### config.mk
export PLATFORM = sky130hd
export DESIGN_NAME = scsi_byte_seq
export DESIGN_NICKNAME = d
export VERILOG_FILES = /design/src/rtl/scsi_byte_seq_pkg.sv /design/src/rtl/scsi_byte_seq_fifo.sv /design/src/rtl/scsi_byte_seq_dp.sv /design/src/rtl/scsi_byte_seq_ctrl.sv /design/src/rtl/scsi_byte_seq.sv
export SDC_FILE = /design/constraint.sdc
export NUM_CORES = 1
export LEC_CHECK = 0
export BUFFER_PORTS_ARGS = -buffer_cell sky130_fd_sc_hd__clkbuf_2
export CORE_MARGIN = 2
export CORE_UTILIZATION = 30
export DETAILED_ROUTE_END_ITERATION = 12
export GPL_ROUTABILITY_DRIVEN = 0
export MAX_ROUTING_LAYER = met4
export SLEW_MARGIN = 20
export SYNTH_ARGS = -nofsm -noshare
export SYNTH_HDL_FRONTEND = slang
export SYNTH_SLANG_ARGS = --single-unit
### constraint.sdc
create_clock -name clk -period 5 [get_ports clk]
set_input_delay 0.5 -clock clk [delete_from_list [all_inputs] [get_ports clk]]
set_output_delay 0.5 -clock clk [all_outputs]
set_load 0.01 [all_outputs]
### src/rtl/scsi_byte_seq_pkg.sv
package scsi_byte_seq_pkg;

  typedef enum logic [2:0] {
    ST_IDLE,
    ST_WAIT_REQ,
    ST_SEND,
    ST_RECV,
    ST_ACK_ON,
    ST_WAIT_REQ_LOW,
    ST_ACK_OFF
  } seqState_t;

  // Strobes from the control FSM to the datapath
  typedef struct packed {
    logic loadCount;
    logic decCount;
    logic busPush;
    logic busPop;
    logic driveOut;
  } seqStrobe_t;

endpackage

### src/rtl/scsi_byte_seq_fifo.sv
module scsi_byte_seq_fifo #(
  parameter int W     = 8,
  parameter int DEPTH = 4
) (
  input  logic         clk,
  input  logic         rstN,
  input  logic         pushEn,
  input  logic [W-1:0] pushData,
  input  logic         popEn,
  output logic [W-1:0] headData,
  output logic         empty,
  output logic         full
);
  localparam int PTR_W = (DEPTH > 1) ? $clog2(DEPTH) : 1;
  localparam int LVL_W = $clog2(DEPTH + 1);

  logic [W-1:0]     mem [DEPTH];
  logic [PTR_W-1:0] wrPtr, rdPtr;
  logic [LVL_W-1:0] level;
  logic             doPush, doPop;

  function automatic logic [PTR_W-1:0] nextPtr(input logic [PTR_W-1:0] p);
    return (p == PTR_W'(DEPTH - 1)) ? '0 : p + 1'b1;
  endfunction

  assign empty  = (level == '0);
  assign full   = (level == LVL_W'(DEPTH));
  assign doPush = pushEn && !full;
  assign doPop  = popEn && !empty;
  assign headData = mem[rdPtr];

  always_ff @(posedge clk) begin
    if (doPush) mem[wrPtr] <= pushData;
  end

  always_ff @(posedge clk) begin
    if (!rstN) begin
      wrPtr <= '0;
      rdPtr <= '0;
      level <= '0;
    end else begin
      if (doPush) wrPtr <= nextPtr(wrPtr);
      if (doPop)  rdPtr <= nextPtr(rdPtr);
      case ({doPush, doPop})
        2'b10:   level <= level + 1'b1;
        2'b01:   level <= level - 1'b1;
        default: level <= level;
      endcase
    end
  end

  AST_FIFO_FULL_HOLDS: assert property (@(posedge clk) disable iff (!rstN)
    full && pushEn && !popEn |=> full) else $error("full fifo lost state");
  AST_FIFO_EMPTY_HOLDS: assert property (@(posedge clk) disable iff (!rstN)
    empty && popEn && !pushEn |=> empty) else $error("empty fifo popped");

endmodule

### src/rtl/scsi_byte_seq_dp.sv
module scsi_byte_seq_dp
  import scsi_byte_seq_pkg::*;
#(
  parameter int DATA_W     = 8,
  parameter int FIFO_DEPTH = 4,
  parameter int CNT_W      = 8
) (
  input  logic              clk,
  input  logic              rstN,
  input  seqStrobe_t        strb,
  input  logic [CNT_W-1:0]  countLoad,
  input  logic [DATA_W-1:0] scsiDataIn,
  input  logic              hostPush,
  input  logic [DATA_W-1:0] hostPushData,
  input  logic              hostPop,
  output logic [DATA_W-1:0] hostPopData,
  output logic [DATA_W-1:0] scsiDataOut,
  output logic              scsiDataOe,
  output logic              fifoEmpty,
  output logic              fifoFull,
  output logic [CNT_W-1:0]  countLeft,
  output logic              countIsOne
);
  logic [DATA_W-1:0] outReg;
  logic [CNT_W-1:0]  countQ;
  logic              fPush, fPop;
  logic [DATA_W-1:0] fPushData;
  logic [DATA_W-1:0] headData;

  // Bus side has priority on the single FIFO port of each kind
  assign fPush     = strb.busPush || hostPush;
  assign fPushData = strb.busPush ? scsiDataIn : hostPushData;
  assign fPop      = strb.busPop || hostPop;

  scsi_byte_seq_fifo #(.W(DATA_W), .DEPTH(FIFO_DEPTH)) u_fifo (
    .clk      (clk),
    .rstN     (rstN),
    .pushEn   (fPush),
    .pushData (fPushData),
    .popEn    (fPop),
    .headData (headData),
    .empty    (fifoEmpty),
    .full     (fifoFull)
  );

  always_ff @(posedge clk) begin
    if (!rstN) begin
      outReg <= '0;
      countQ <= '0;
    end else begin
      if (strb.busPop) outReg <= headData;
      if (strb.loadCount)     countQ <= countLoad;
      else if (strb.decCount) countQ <= countQ - 1'b1;
    end
  end

  assign hostPopData = headData;
  assign scsiDataOut = outReg;
  assign scsiDataOe  = strb.driveOut;
  assign countLeft   = countQ;
  assign countIsOne  = (countQ == CNT_W'(1));

  AST_COUNT_DEC: assert property (@(posedge clk) disable iff (!rstN)
    strb.decCount |=> countQ == $past(countQ) - 1'b1) else $error("count step");
  AST_OUT_STABLE: assert property (@(posedge clk) disable iff (!rstN)
    strb.driveOut && $past(strb.driveOut) |-> $stable(outReg)) else $error("out data moved");

endmodule

### src/rtl/scsi_byte_seq_ctrl.sv
module scsi_byte_seq_ctrl
  import scsi_byte_seq_pkg::*;
#(
  parameter int CNT_W = 8
) (
  input  logic             clk,
  input  logic             rstN,
  input  logic             start,
  input  logic [CNT_W-1:0] countLoad,
  input  logic             xferEnable,
  input  logic             scsiReq,
  input  logic             scsiIo,
  input  logic             fifoEmpty,
  input  logic             fifoFull,
  input  logic             countIsOne,
  output seqStrobe_t       strb,
  output logic             scsiAck,
  output logic             ctrlBusy,
  output logic             xferInProgress,
  output logic             xferOutErr
);
  seqState_t stateQ, stateD;
  logic      busyQ, xipQ, errQ, dirInQ;
  logic      startOk, errSet;

  assign startOk = (stateQ == ST_IDLE) && start && (countLoad != '0);

  always_comb begin
    stateD = stateQ;
    strb   = '0;
    errSet = 1'b0;
    case (stateQ)
      ST_IDLE: begin
        if (startOk) begin
          strb.loadCount = 1'b1;
          stateD = ST_WAIT_REQ;
        end
      end
      ST_WAIT_REQ: begin
        if (scsiReq) stateD = scsiIo ? ST_RECV : ST_SEND;
      end
      ST_RECV: begin
        if (!fifoFull) begin
          strb.busPush = 1'b1;
          stateD = ST_ACK_ON;
        end
      end
      ST_SEND: begin
        if (!fifoEmpty) begin
          strb.busPop = 1'b1;
          stateD = ST_ACK_ON;
        end else if (xferEnable) begin
          errSet = 1'b1;
          stateD = ST_IDLE;
        end
      end
      ST_ACK_ON: stateD = ST_WAIT_REQ_LOW;
      ST_WAIT_REQ_LOW: begin
        if (!scsiReq) stateD = ST_ACK_OFF;
      end
      ST_ACK_OFF: begin
        strb.decCount = 1'b1;
        stateD = countIsOne ? ST_IDLE : ST_WAIT_REQ;
      end
      default: stateD = ST_IDLE;
    endcase
    strb.driveOut = !dirInQ &&
      (stateQ == ST_ACK_ON || stateQ == ST_WAIT_REQ_LOW || stateQ == ST_ACK_OFF);
  end

  always_ff @(posedge clk) begin
    if (!rstN) begin
      stateQ <= ST_IDLE;
      busyQ  <= 1'b0;
      xipQ   <= 1'b0;
      errQ   <= 1'b0;
      dirInQ <= 1'b0;
    end else begin
      stateQ <= stateD;
      if (stateQ == ST_WAIT_REQ && scsiReq) dirInQ <= scsiIo;
      if (startOk) begin
        busyQ <= 1'b1;
        xipQ  <= 1'b1;
        errQ  <= 1'b0;
      end else if (stateQ != ST_IDLE && stateD == ST_IDLE) begin
        busyQ <= 1'b0;
        xipQ  <= 1'b0;
      end
      if (errSet) errQ <= 1'b1;
    end
  end

  assign scsiAck        = (stateQ == ST_ACK_ON) || (stateQ == ST_WAIT_REQ_LOW);
  assign ctrlBusy       = busyQ;
  assign xferInProgress = xipQ;
  assign xferOutErr     = errQ;

  AST_START_STATUS: assert property (@(posedge clk) disable iff (!rstN)
    startOk |=> ctrlBusy && xferInProgress) else $error("start status");
  AST_ACK_HOLDS: assert property (@(posedge clk) disable iff (!rstN)
    scsiAck && scsiReq |=> scsiAck) else $error("ack dropped early");
  AST_ACK_FALL_REQ_LOW: assert property (@(posedge clk) disable iff (!rstN)
    $fell(scsiAck) |-> !$past(scsiReq)) else $error("ack fell with req high");
  AST_IDLE_QUIET: assert property (@(posedge clk) disable iff (!rstN)
    !ctrlBusy |-> !scsiAck && !strb.driveOut) else $error("bus active idle");
  AST_ERR_ABORT: assert property (@(posedge clk) disable iff (!rstN)
    $rose(xferOutErr) |-> !ctrlBusy && !xferInProgress && !scsiAck) else $error("err abort");
  AST_EMPTY_STALL: assert property (@(posedge clk) disable iff (!rstN)
    stateQ == ST_SEND && fifoEmpty && !xferEnable |=> !scsiAck) else $error("ack on empty");
  AST_FULL_STALL: assert property (@(posedge clk) disable iff (!rstN)
    stateQ == ST_RECV && fifoFull |=> !scsiAck) else $error("ack on full");

endmodule

### src/rtl/scsi_byte_seq.sv
module scsi_byte_seq
  import scsi_byte_seq_pkg::*;
#(
  parameter int DATA_W     = 8,
  parameter int FIFO_DEPTH = 4,
  parameter int CNT_W      = 8
) (
  input  logic              clk,
  input  logic              rstN,
  input  logic              start,
  input  logic [CNT_W-1:0]  countLoad,
  input  logic              xferEnable,
  input  logic              scsiReq,
  input  logic              scsiIo,
  input  logic [DATA_W-1:0] scsiDataIn,
  output logic              scsiAck,
  output logic [DATA_W-1:0] scsiDataOut,
  output logic              scsiDataOe,
  input  logic              hostPush,
  input  logic [DATA_W-1:0] hostPushData,
  input  logic              hostPop,
  output logic [DATA_W-1:0] hostPopData,
  output logic              fifoEmpty,
  output logic              fifoFull,
  output logic [CNT_W-1:0]  countLeft,
  output logic              ctrlBusy,
  output logic              xferInProgress,
  output logic              xferOutErr
);
  seqStrobe_t strb;
  logic       countIsOne;

  scsi_byte_seq_ctrl #(.CNT_W(CNT_W)) u_ctrl (
    .clk            (clk),
    .rstN           (rstN),
    .start          (start),
    .countLoad      (countLoad),
    .xferEnable     (xferEnable),
    .scsiReq        (scsiReq),
    .scsiIo         (scsiIo),
    .fifoEmpty      (fifoEmpty),
    .fifoFull       (fifoFull),
    .countIsOne     (countIsOne),
    .strb           (strb),
    .scsiAck        (scsiAck),
    .ctrlBusy       (ctrlBusy),
    .xferInProgress (xferInProgress),
    .xferOutErr     (xferOutErr)
  );

  scsi_byte_seq_dp #(.DATA_W(DATA_W), .FIFO_DEPTH(FIFO_DEPTH), .CNT_W(CNT_W)) u_dp (
    .clk          (clk),
    .rstN         (rstN),
    .strb         (strb),
    .countLoad    (countLoad),
    .scsiDataIn   (scsiDataIn),
    .hostPush     (hostPush),
    .hostPushData (hostPushData),
    .hostPop      (hostPop),
    .hostPopData  (hostPopData),
    .scsiDataOut  (scsiDataOut),
    .scsiDataOe   (scsiDataOe),
    .fifoEmpty    (fifoEmpty),
    .fifoFull     (fifoFull),
    .countLeft    (countLeft),
    .countIsOne   (countIsOne)
  );

endmodule

=== Yosys cells after proc, flatten, opt, wreduce, memory -nomap -nowiden ===
Memory sizes are Yosys's and may differ from the RTL's. A register that Yosys moved wholly into a read port is not among the register bits.
Index checks and enable logic that the tools add are counted.

* Word-level logic and storage cells: 83
* RAM bits: 32
* Memory bits (read-only): 0
* Input bits: 32
* Flip-flop bits (word level): 29
* Latch bits: 0
* Memories kept: 1

* Reduce and logical (&&, ||, !) cells: 23
* Multipliers: 0
* Mux-type cells: 33
* Eq/ne operators: 12
* Shift operators: 0
* Div/mod/pow operators: 0
* Add/subtract/negate cells: 5
* $lt $le $gt $ge: 0
* Bitwise logic cells: 0

{| class="wikitable"
|+ Memories
! memory !! depth !! width !! rd ports !! clocked after memory_dff !! write ports !! RTL line !! source
|-
| u_dp.u_fifo.mem || 4 || 8 || 1 || 1 || 1 || scsi_byte_seq_fifo.sv:17 || <nowiki>logic [W-1:0] mem [DEPTH];</nowiki>
|}

{| class="wikitable"
|+ Operator list
! kind !! count
|-
| 2-to-1 mux 8 bit || 3
|-
| one-hot mux 3 bit (7 select lines) || 1
|-
| 2-to-1 mux 1 bit || 18
|-
| 2-to-1 mux 3 bit || 6
|-
| equality test 3 bit, second input constant || 4
|-
| zero test 3 bit || 3
|-
| equality test 8 x 1 -> 1 bit, second input constant || 1
|-
| 2-to-1 mux 2 bit || 4
|-
| nonzero test 2 bit || 4
|-
| nonzero test 8 bit || 1
|-
| subtractor 8 x 1 -> 8 bit, second input constant || 1
|-
| logical AND 1 bit || 7
|-
| equality test 2 bit, second input constant || 3
|-
| equality test 3 x 2 -> 1 bit, second input constant || 2
|-
| one-hot mux 3 bit (2 select lines) || 1
|-
| adder 2 x 1 -> 2 bit, second input constant || 2
|-
| logical OR 1 bit || 4
|-
| adder 3 x 1 -> 3 bit, second input constant || 1
|-
| equality test 3 x 1 -> 1 bit, second input constant || 1
|-
| zero test 1 bit || 3
|-
| nonzero test 3 bit || 1
|-
| subtractor 3 x 1 -> 3 bit, second input constant || 1
|-
| equality test 2 x 1 -> 1 bit, second input constant || 1
|}

=== Logic depth before layout (Yosys ltp) ===
* Word-level depth: 9
* Mapped depth: 11

=== By module ===
From an unflattened synthesis, not the netlist that was laid out.

* Cells, all modules: 244
* Area total of the unflattened synthesis: 2940.3 sq um

{| class="wikitable"
|+ Modules (own cells, without submodules)
! module !! cells each !! area an instance (sq um) !! seq. area each (sq um) !! instances
|-
| scsi_byte_seq_fifo || 98 || 1644.1 || 1141.1 || 1
|-
| scsi_byte_seq_dp || 95 || 889.6 || 320.3 || 1
|-
| scsi_byte_seq_ctrl || 51 || 406.6 || 120.1 || 1
|}

=== Worst setup path before layout ===
No wires, ideal clock.

* Path kind: reg-to-reg
* From: reg u_dp.u_fifo.level[2]
* To: reg u_dp.u_fifo.level[2]
* Path slack: 2.783 ns
* Clock period less this slack: 2.217 ns
* Required time: 4.930 ns
* Setup time: 0.070 ns
* Arrival: 2.147 ns
* Path buffers: 0
* Cell stages (with the launch flop): 10
* Cells stage by stage: dfxtp_1 -> nor3b_2 -> nor2_1 -> inv_1 -> ha_1 -> inv_1 -> fa_1 -> xor2_1 -> or3_1 -> a21oi_1

* Word-level cells in the longest chain between the ends: 7

{| class="wikitable"
|+ Ends and longest elaborated chain
! item !! RTL line !! source
|-
| start, declared || scsi_byte_seq_fifo.sv:19 || <nowiki>logic [LVL_W-1:0] level;</nowiki>
|-
| start signal, assigned || scsi_byte_seq_fifo.sv:45 || <nowiki>2'b10: level <= level + 1'b1;</nowiki>
|-
| start signal, assigned || scsi_byte_seq_fifo.sv:46 || <nowiki>2'b01: level <= level - 1'b1;</nowiki>
|-
| start signal, assigned || scsi_byte_seq_fifo.sv:47 || <nowiki>default: level <= level;</nowiki>
|-
| equality test 3 bit * || scsi_byte_seq_fifo.sv:27 || <nowiki>assign full = (level == LVL_W'(DEPTH));</nowiki>
|-
| named net fifoFull || scsi_byte_seq.sv:24 || <nowiki>output logic fifoFull,</nowiki>
|-
| 2-to-1 mux 1 bit || scsi_byte_seq_ctrl.sv:43 || <nowiki>if (!fifoFull) begin</nowiki>
|-
| 2-to-1 mux 1 bit || scsi_byte_seq_ctrl.sv:32 || <nowiki>case (stateQ)</nowiki>
|-
| logical OR 1 bit || scsi_byte_seq_dp.sv:31 || <nowiki>assign fPush = strb.busPush || hostPush;</nowiki>
|-
| logical AND 1 bit * || scsi_byte_seq_fifo.sv:28 || <nowiki>assign doPush = pushEn && !full;</nowiki>
|-
| equality test 2 x 1 -> 1 bit / equality test 2 bit (equally long branches) || scsi_byte_seq_fifo.sv:44 || <nowiki>case ({doPush, doPop})</nowiki>
|-
| one-hot mux 3 bit (2 select lines) / nonzero test 2 bit (equally long branches) || -- ||
|}

The timed path passes the listed nets; every way through them passes the cells marked *.
A chain may end at the register's enable or synchronous reset.

=== Worst setup path in the final report ===
* From: reg u_ctrl.stateQ[1]
* To: reg u_dp.u_fifo.level[2]

* Word-level cells in the longest chain between the ends: 6

{| class="wikitable"
|+ Ends and longest elaborated chain
! item !! RTL line !! source
|-
| start, declared || scsi_byte_seq_ctrl.sv:22 || <nowiki>seqState_t stateQ, stateD;</nowiki>
|-
| start signal, assigned || scsi_byte_seq_ctrl.sv:79 || <nowiki>stateQ <= stateD;</nowiki>
|-
| equality test 3 x 2 -> 1 bit * || scsi_byte_seq_ctrl.sv:32 ||
|-
| 2-to-1 mux 1 bit * || scsi_byte_seq_ctrl.sv:32 ||
|-
| logical OR 1 bit * || scsi_byte_seq_dp.sv:33 || <nowiki>assign fPop = strb.busPop || hostPop;</nowiki>
|-
| logical AND 1 bit * || scsi_byte_seq_fifo.sv:29 || <nowiki>assign doPop = popEn && !empty;</nowiki>
|-
| named net u_dp.u_fifo.doPop || scsi_byte_seq_fifo.sv:20 || <nowiki>logic doPush, doPop;</nowiki>
|-
| equality test 2 x 1 -> 1 bit / equality test 2 bit (equally long branches) || scsi_byte_seq_fifo.sv:44 ||
|-
| one-hot mux 3 bit (2 select lines) / nonzero test 2 bit (equally long branches) || -- ||
|}

Marks and branches as above.

==> results.json <==
{
  "status": "finished, final reports clean",
  "power_frac_seq_pct": 47.4,
  "fin_ws_ps": 2320,
  "combPwrFrac_pct": 26.9,
  "first_global_vias": 1997,
  "syn-num-nets": 286,
  "grt.busiest_layer": "met2",
  "p_int_uw": 948,
  "async_flop_share_pct": 0,
  "critPathMaxStageDelay_ps": 650,
  "min_period_over_period_pct": 53.5,
  "worst_slew_pin_slew_ps": 749,
  "switching_share_pct": 32.9,
  "p_total_uw": 1410,
  "drt_iter0_drc": 67,
  "detail-route-antenna-nets": 0,
  "seq_area_frac_synth_pct": 55.6,
  "io_buffers": 62,
  "leakage_uw": 0.00131,
  "hold_viol": 0,
  "nFillCells": 933,
  "finalSetupTns_ps": 0,
  "vdd_drop_max_v": 0.000165,
  "antenna_found_initial": 0,
  "finalNetCount": 348,
  "cts_buffers": 9,
  "post-cts-setup-buffer-count": 0,
  "cpMostUsedCell": "inv_1",
  "fin_crit_ps": 2680,
  "final_util_pct": 37.0,
  "synth_area_um2": 2850,
  "cts_hold_buffers": 0,
  "track_usage_pct": 13.5,
  "cts.repair.resized": 0,
  "synth_edf_count": 32,
  "die-area_um2": 10300,
  "path_max_fanout": 16,
  "worstSkewPairLatency_ps": 350,
  "grt_pass1_wl_um": 10000,
  "crit_slowest_cell": "dfxtp_1",
  "syn2layout_area_growth_pct": 20.0,
  "layout_common_cells": "clkbuf_2 (62), edfxtp_1 (32), dfxtp_1 (31), a21oi_1 (25), nor2_1 (20)",
  "final_common_cell": "clkbuf_2",
  "drive_gt1_share_pct": 30.8,
  "grt_max_degree": 27,
  "drv_slew": 0,
  "rrSetupSlack_ps": 2320,
  "crit_path_start_kind": "register",
  "hpwl_um": 4690,
  "first_pass_iters": 4,
  "dp_slack_ps": 2370,
  "die_h_um": 101,
  "clockBufferDepth": 2,
  "setup.worst_path.end_class": "register",
  "grtUsageMet3_pct": 4.97,
  "clkPwrFrac_pct": 25.6,
  "clkSlewWorstSetupHoldPaths_ps": 70,
  "switchingPower_uw": 465,
  "initial_utilization_pct": 30.8,
  "setup_viol": 0,
  "overflow": 0,
  "rsz0062_at_grt": "no",
  "vias_per_cell": 4.77,
  "routed_wl_um": 6440,
  "synth_cell_type_count": 52,
  "synth_seq_cells": 63,
  "routed-via-count": 2103,
  "dp_cells": 425,
  "die_x_um": 101,
  "powerDensity_nw_per_um2": 414,
  "rows": 35,
  "core-area_um2": 9240,
  "use_met1_pct": 16.1,
  "path_cells": "nor3b_1 -> buf_4 -> o21ai_1 -> inv_1 -> ha_1 -> inv_1 -> fa_1 -> xor2_1 -> or3_1 -> a21oi_1",
  "yosys_warnings": 0,
  "grt_util_met2_pct": 21.3,
  "crit_type": "register to register",
  "max_freq_ghz": 0.374,
  "arrival_ps": 2920,
  "cts_root_buf": "clkbuf_8",
  "synthCells": 245,
  "syn_avg_cell_area_um2": 11.6,
  "hold_path.class": "primary input to register",
  "synth_top_flop_cell": "edfxtp_1",
  "io_pins": 63,
  "cts_tree": "built",
  "clock_sink_count": 63,
  "diodes": 0,
  "drc": 0,
  "maxCapViolCount": 0,
  "crit_required_ps": 5250,
  "h-tree-depth": 3,
  "wl_per_cell_um": 14.6,
  "slew_headroom_pct": 49.8,
  "stdcell_count": 441,
  "finClkSkew_ps": 8.12
}
[metal layers]
| layer | vias to the layer above | routed length, um |
|---|---|---|
| met5 | - | 0 |
| met4 | 0 | 82 |
| met3 | 8 | 419 |
| met2 | 64 | 3090 |
| met1 | 1014 | 2840 |
| li1 | 1017 | - |
[Yosys cell counts (all sizes together) (3+ instances only)]
| cell type | n | share of area (%) |
|---|---|---|
| a21oi | 25 | 4.4 |
| and2 | 6 | 1.3 |
| buf | 9 | 1.9 |
| clkbuf | 3 | 0.40 |
| dfxtp | 31 | 22 |
| edfxtp | 32 | 34 |
| ha | 8 | 3.5 |
| inv | 12 | 1.6 |
| mux2 | 8 | 3.2 |
| mux2i | 3 | 1.1 |
| mux4 | 8 | 6.3 |
| nand2 | 18 | 2.4 |
| nand2b | 3 | 0.66 |
| nand3 | 11 | 1.9 |
| nor2 | 21 | 2.9 |
| nor2b | 3 | 0.66 |
| o21ai | 4 | 0.84 |
| or3 | 3 | 0.66 |
| xor2 | 3 | 0.92 |
[worst paths after layout]
path	start	endpoint	cells past startpoint
worst max-delay path	u_ctrl.stateQ[1]	u_dp.u_fifo.level[2]	10
worst min-delay path	scsiIo	u_ctrl.dirInQ	3
worst max register to register	u_ctrl.stateQ[1]	u_dp.u_fifo.level[2]	10
worst min register to register	u_ctrl.dirInQ	u_ctrl.dirInQ	2
[stage by stage]
stage / area [um2] / hold slack (ps)
floorplan: 2850 / 437
global placement: 3260 / 449
detailed placement: 3260 / 457
CTS: 3410 / 397
global route: 3410 / 405
finish: 3410 / 405
[registers in the layout, summed over array words and instances, names as in the netlist, named ones only]
name               cells
u_dp.u_fifo.wrPtr      2
u_ctrl.stateQ          3
u_ctrl.xferOutErr      1
u_dp.u_fifo.rdPtr      2
u_ctrl.dirInQ          1
u_dp.countLeft         8
u_dp.scsiDataOut       8
u_dp.u_fifo.mem       32
u_dp.u_fifo.level      3
u_ctrl.ctrlBusy        1
[kinds of logic after synthesis]
family | after synthesis | share of synthesized area [%]
mux | 19 | 10.5
flops | 63 | 55.6
buf+inv | 25 | 4.04
fa+ha+maj | 9 | 4.22
simple gates | 79 | 14.6
xor+xnor | 3 | 0.923
compound gates | 47 | 10.1
[power groups by stage]
stage | clock [uW] | combinational (uW) | sequential (uW)
after floorplan | 0 | 289 | 652
after global placement | 0 | 380 | 681
after detailed placement | 0 | 385 | 683
after CTS | 370 | 386 | 672
after global routing | 397 | 426 | 681
final | 362 | 380 | 670
[cell type report]
| cell class | instances | area, um2 | share of cell area (%) |
|---|---|---|---|
| flip-flops and latches | 63 | 1580 | 46.3 |
| clock buffers | 10 | 128 | 3.74 |
| clock inverters | 6 | 27.5 | 0.806 |
| multi-input cells | 157 | 1150 | 33.7 |
| well taps | 129 | 161 | 4.73 |
| inverters | 13 | 48.8 | 1.43 |
| repair buffers | 63 | 318 | 9.31 |
[critical path, delay by kind of cell (launching register included)]
family | cells | cell delay (ps)
compound gates | 2 | 290
xor+xnor | 1 | 160
fa+ha+maj | 2 | 540
buf+inv | 3 | 360
flops | 1 | 650
simple gates | 2 | 580
Power figures use the tool's default switching activity.
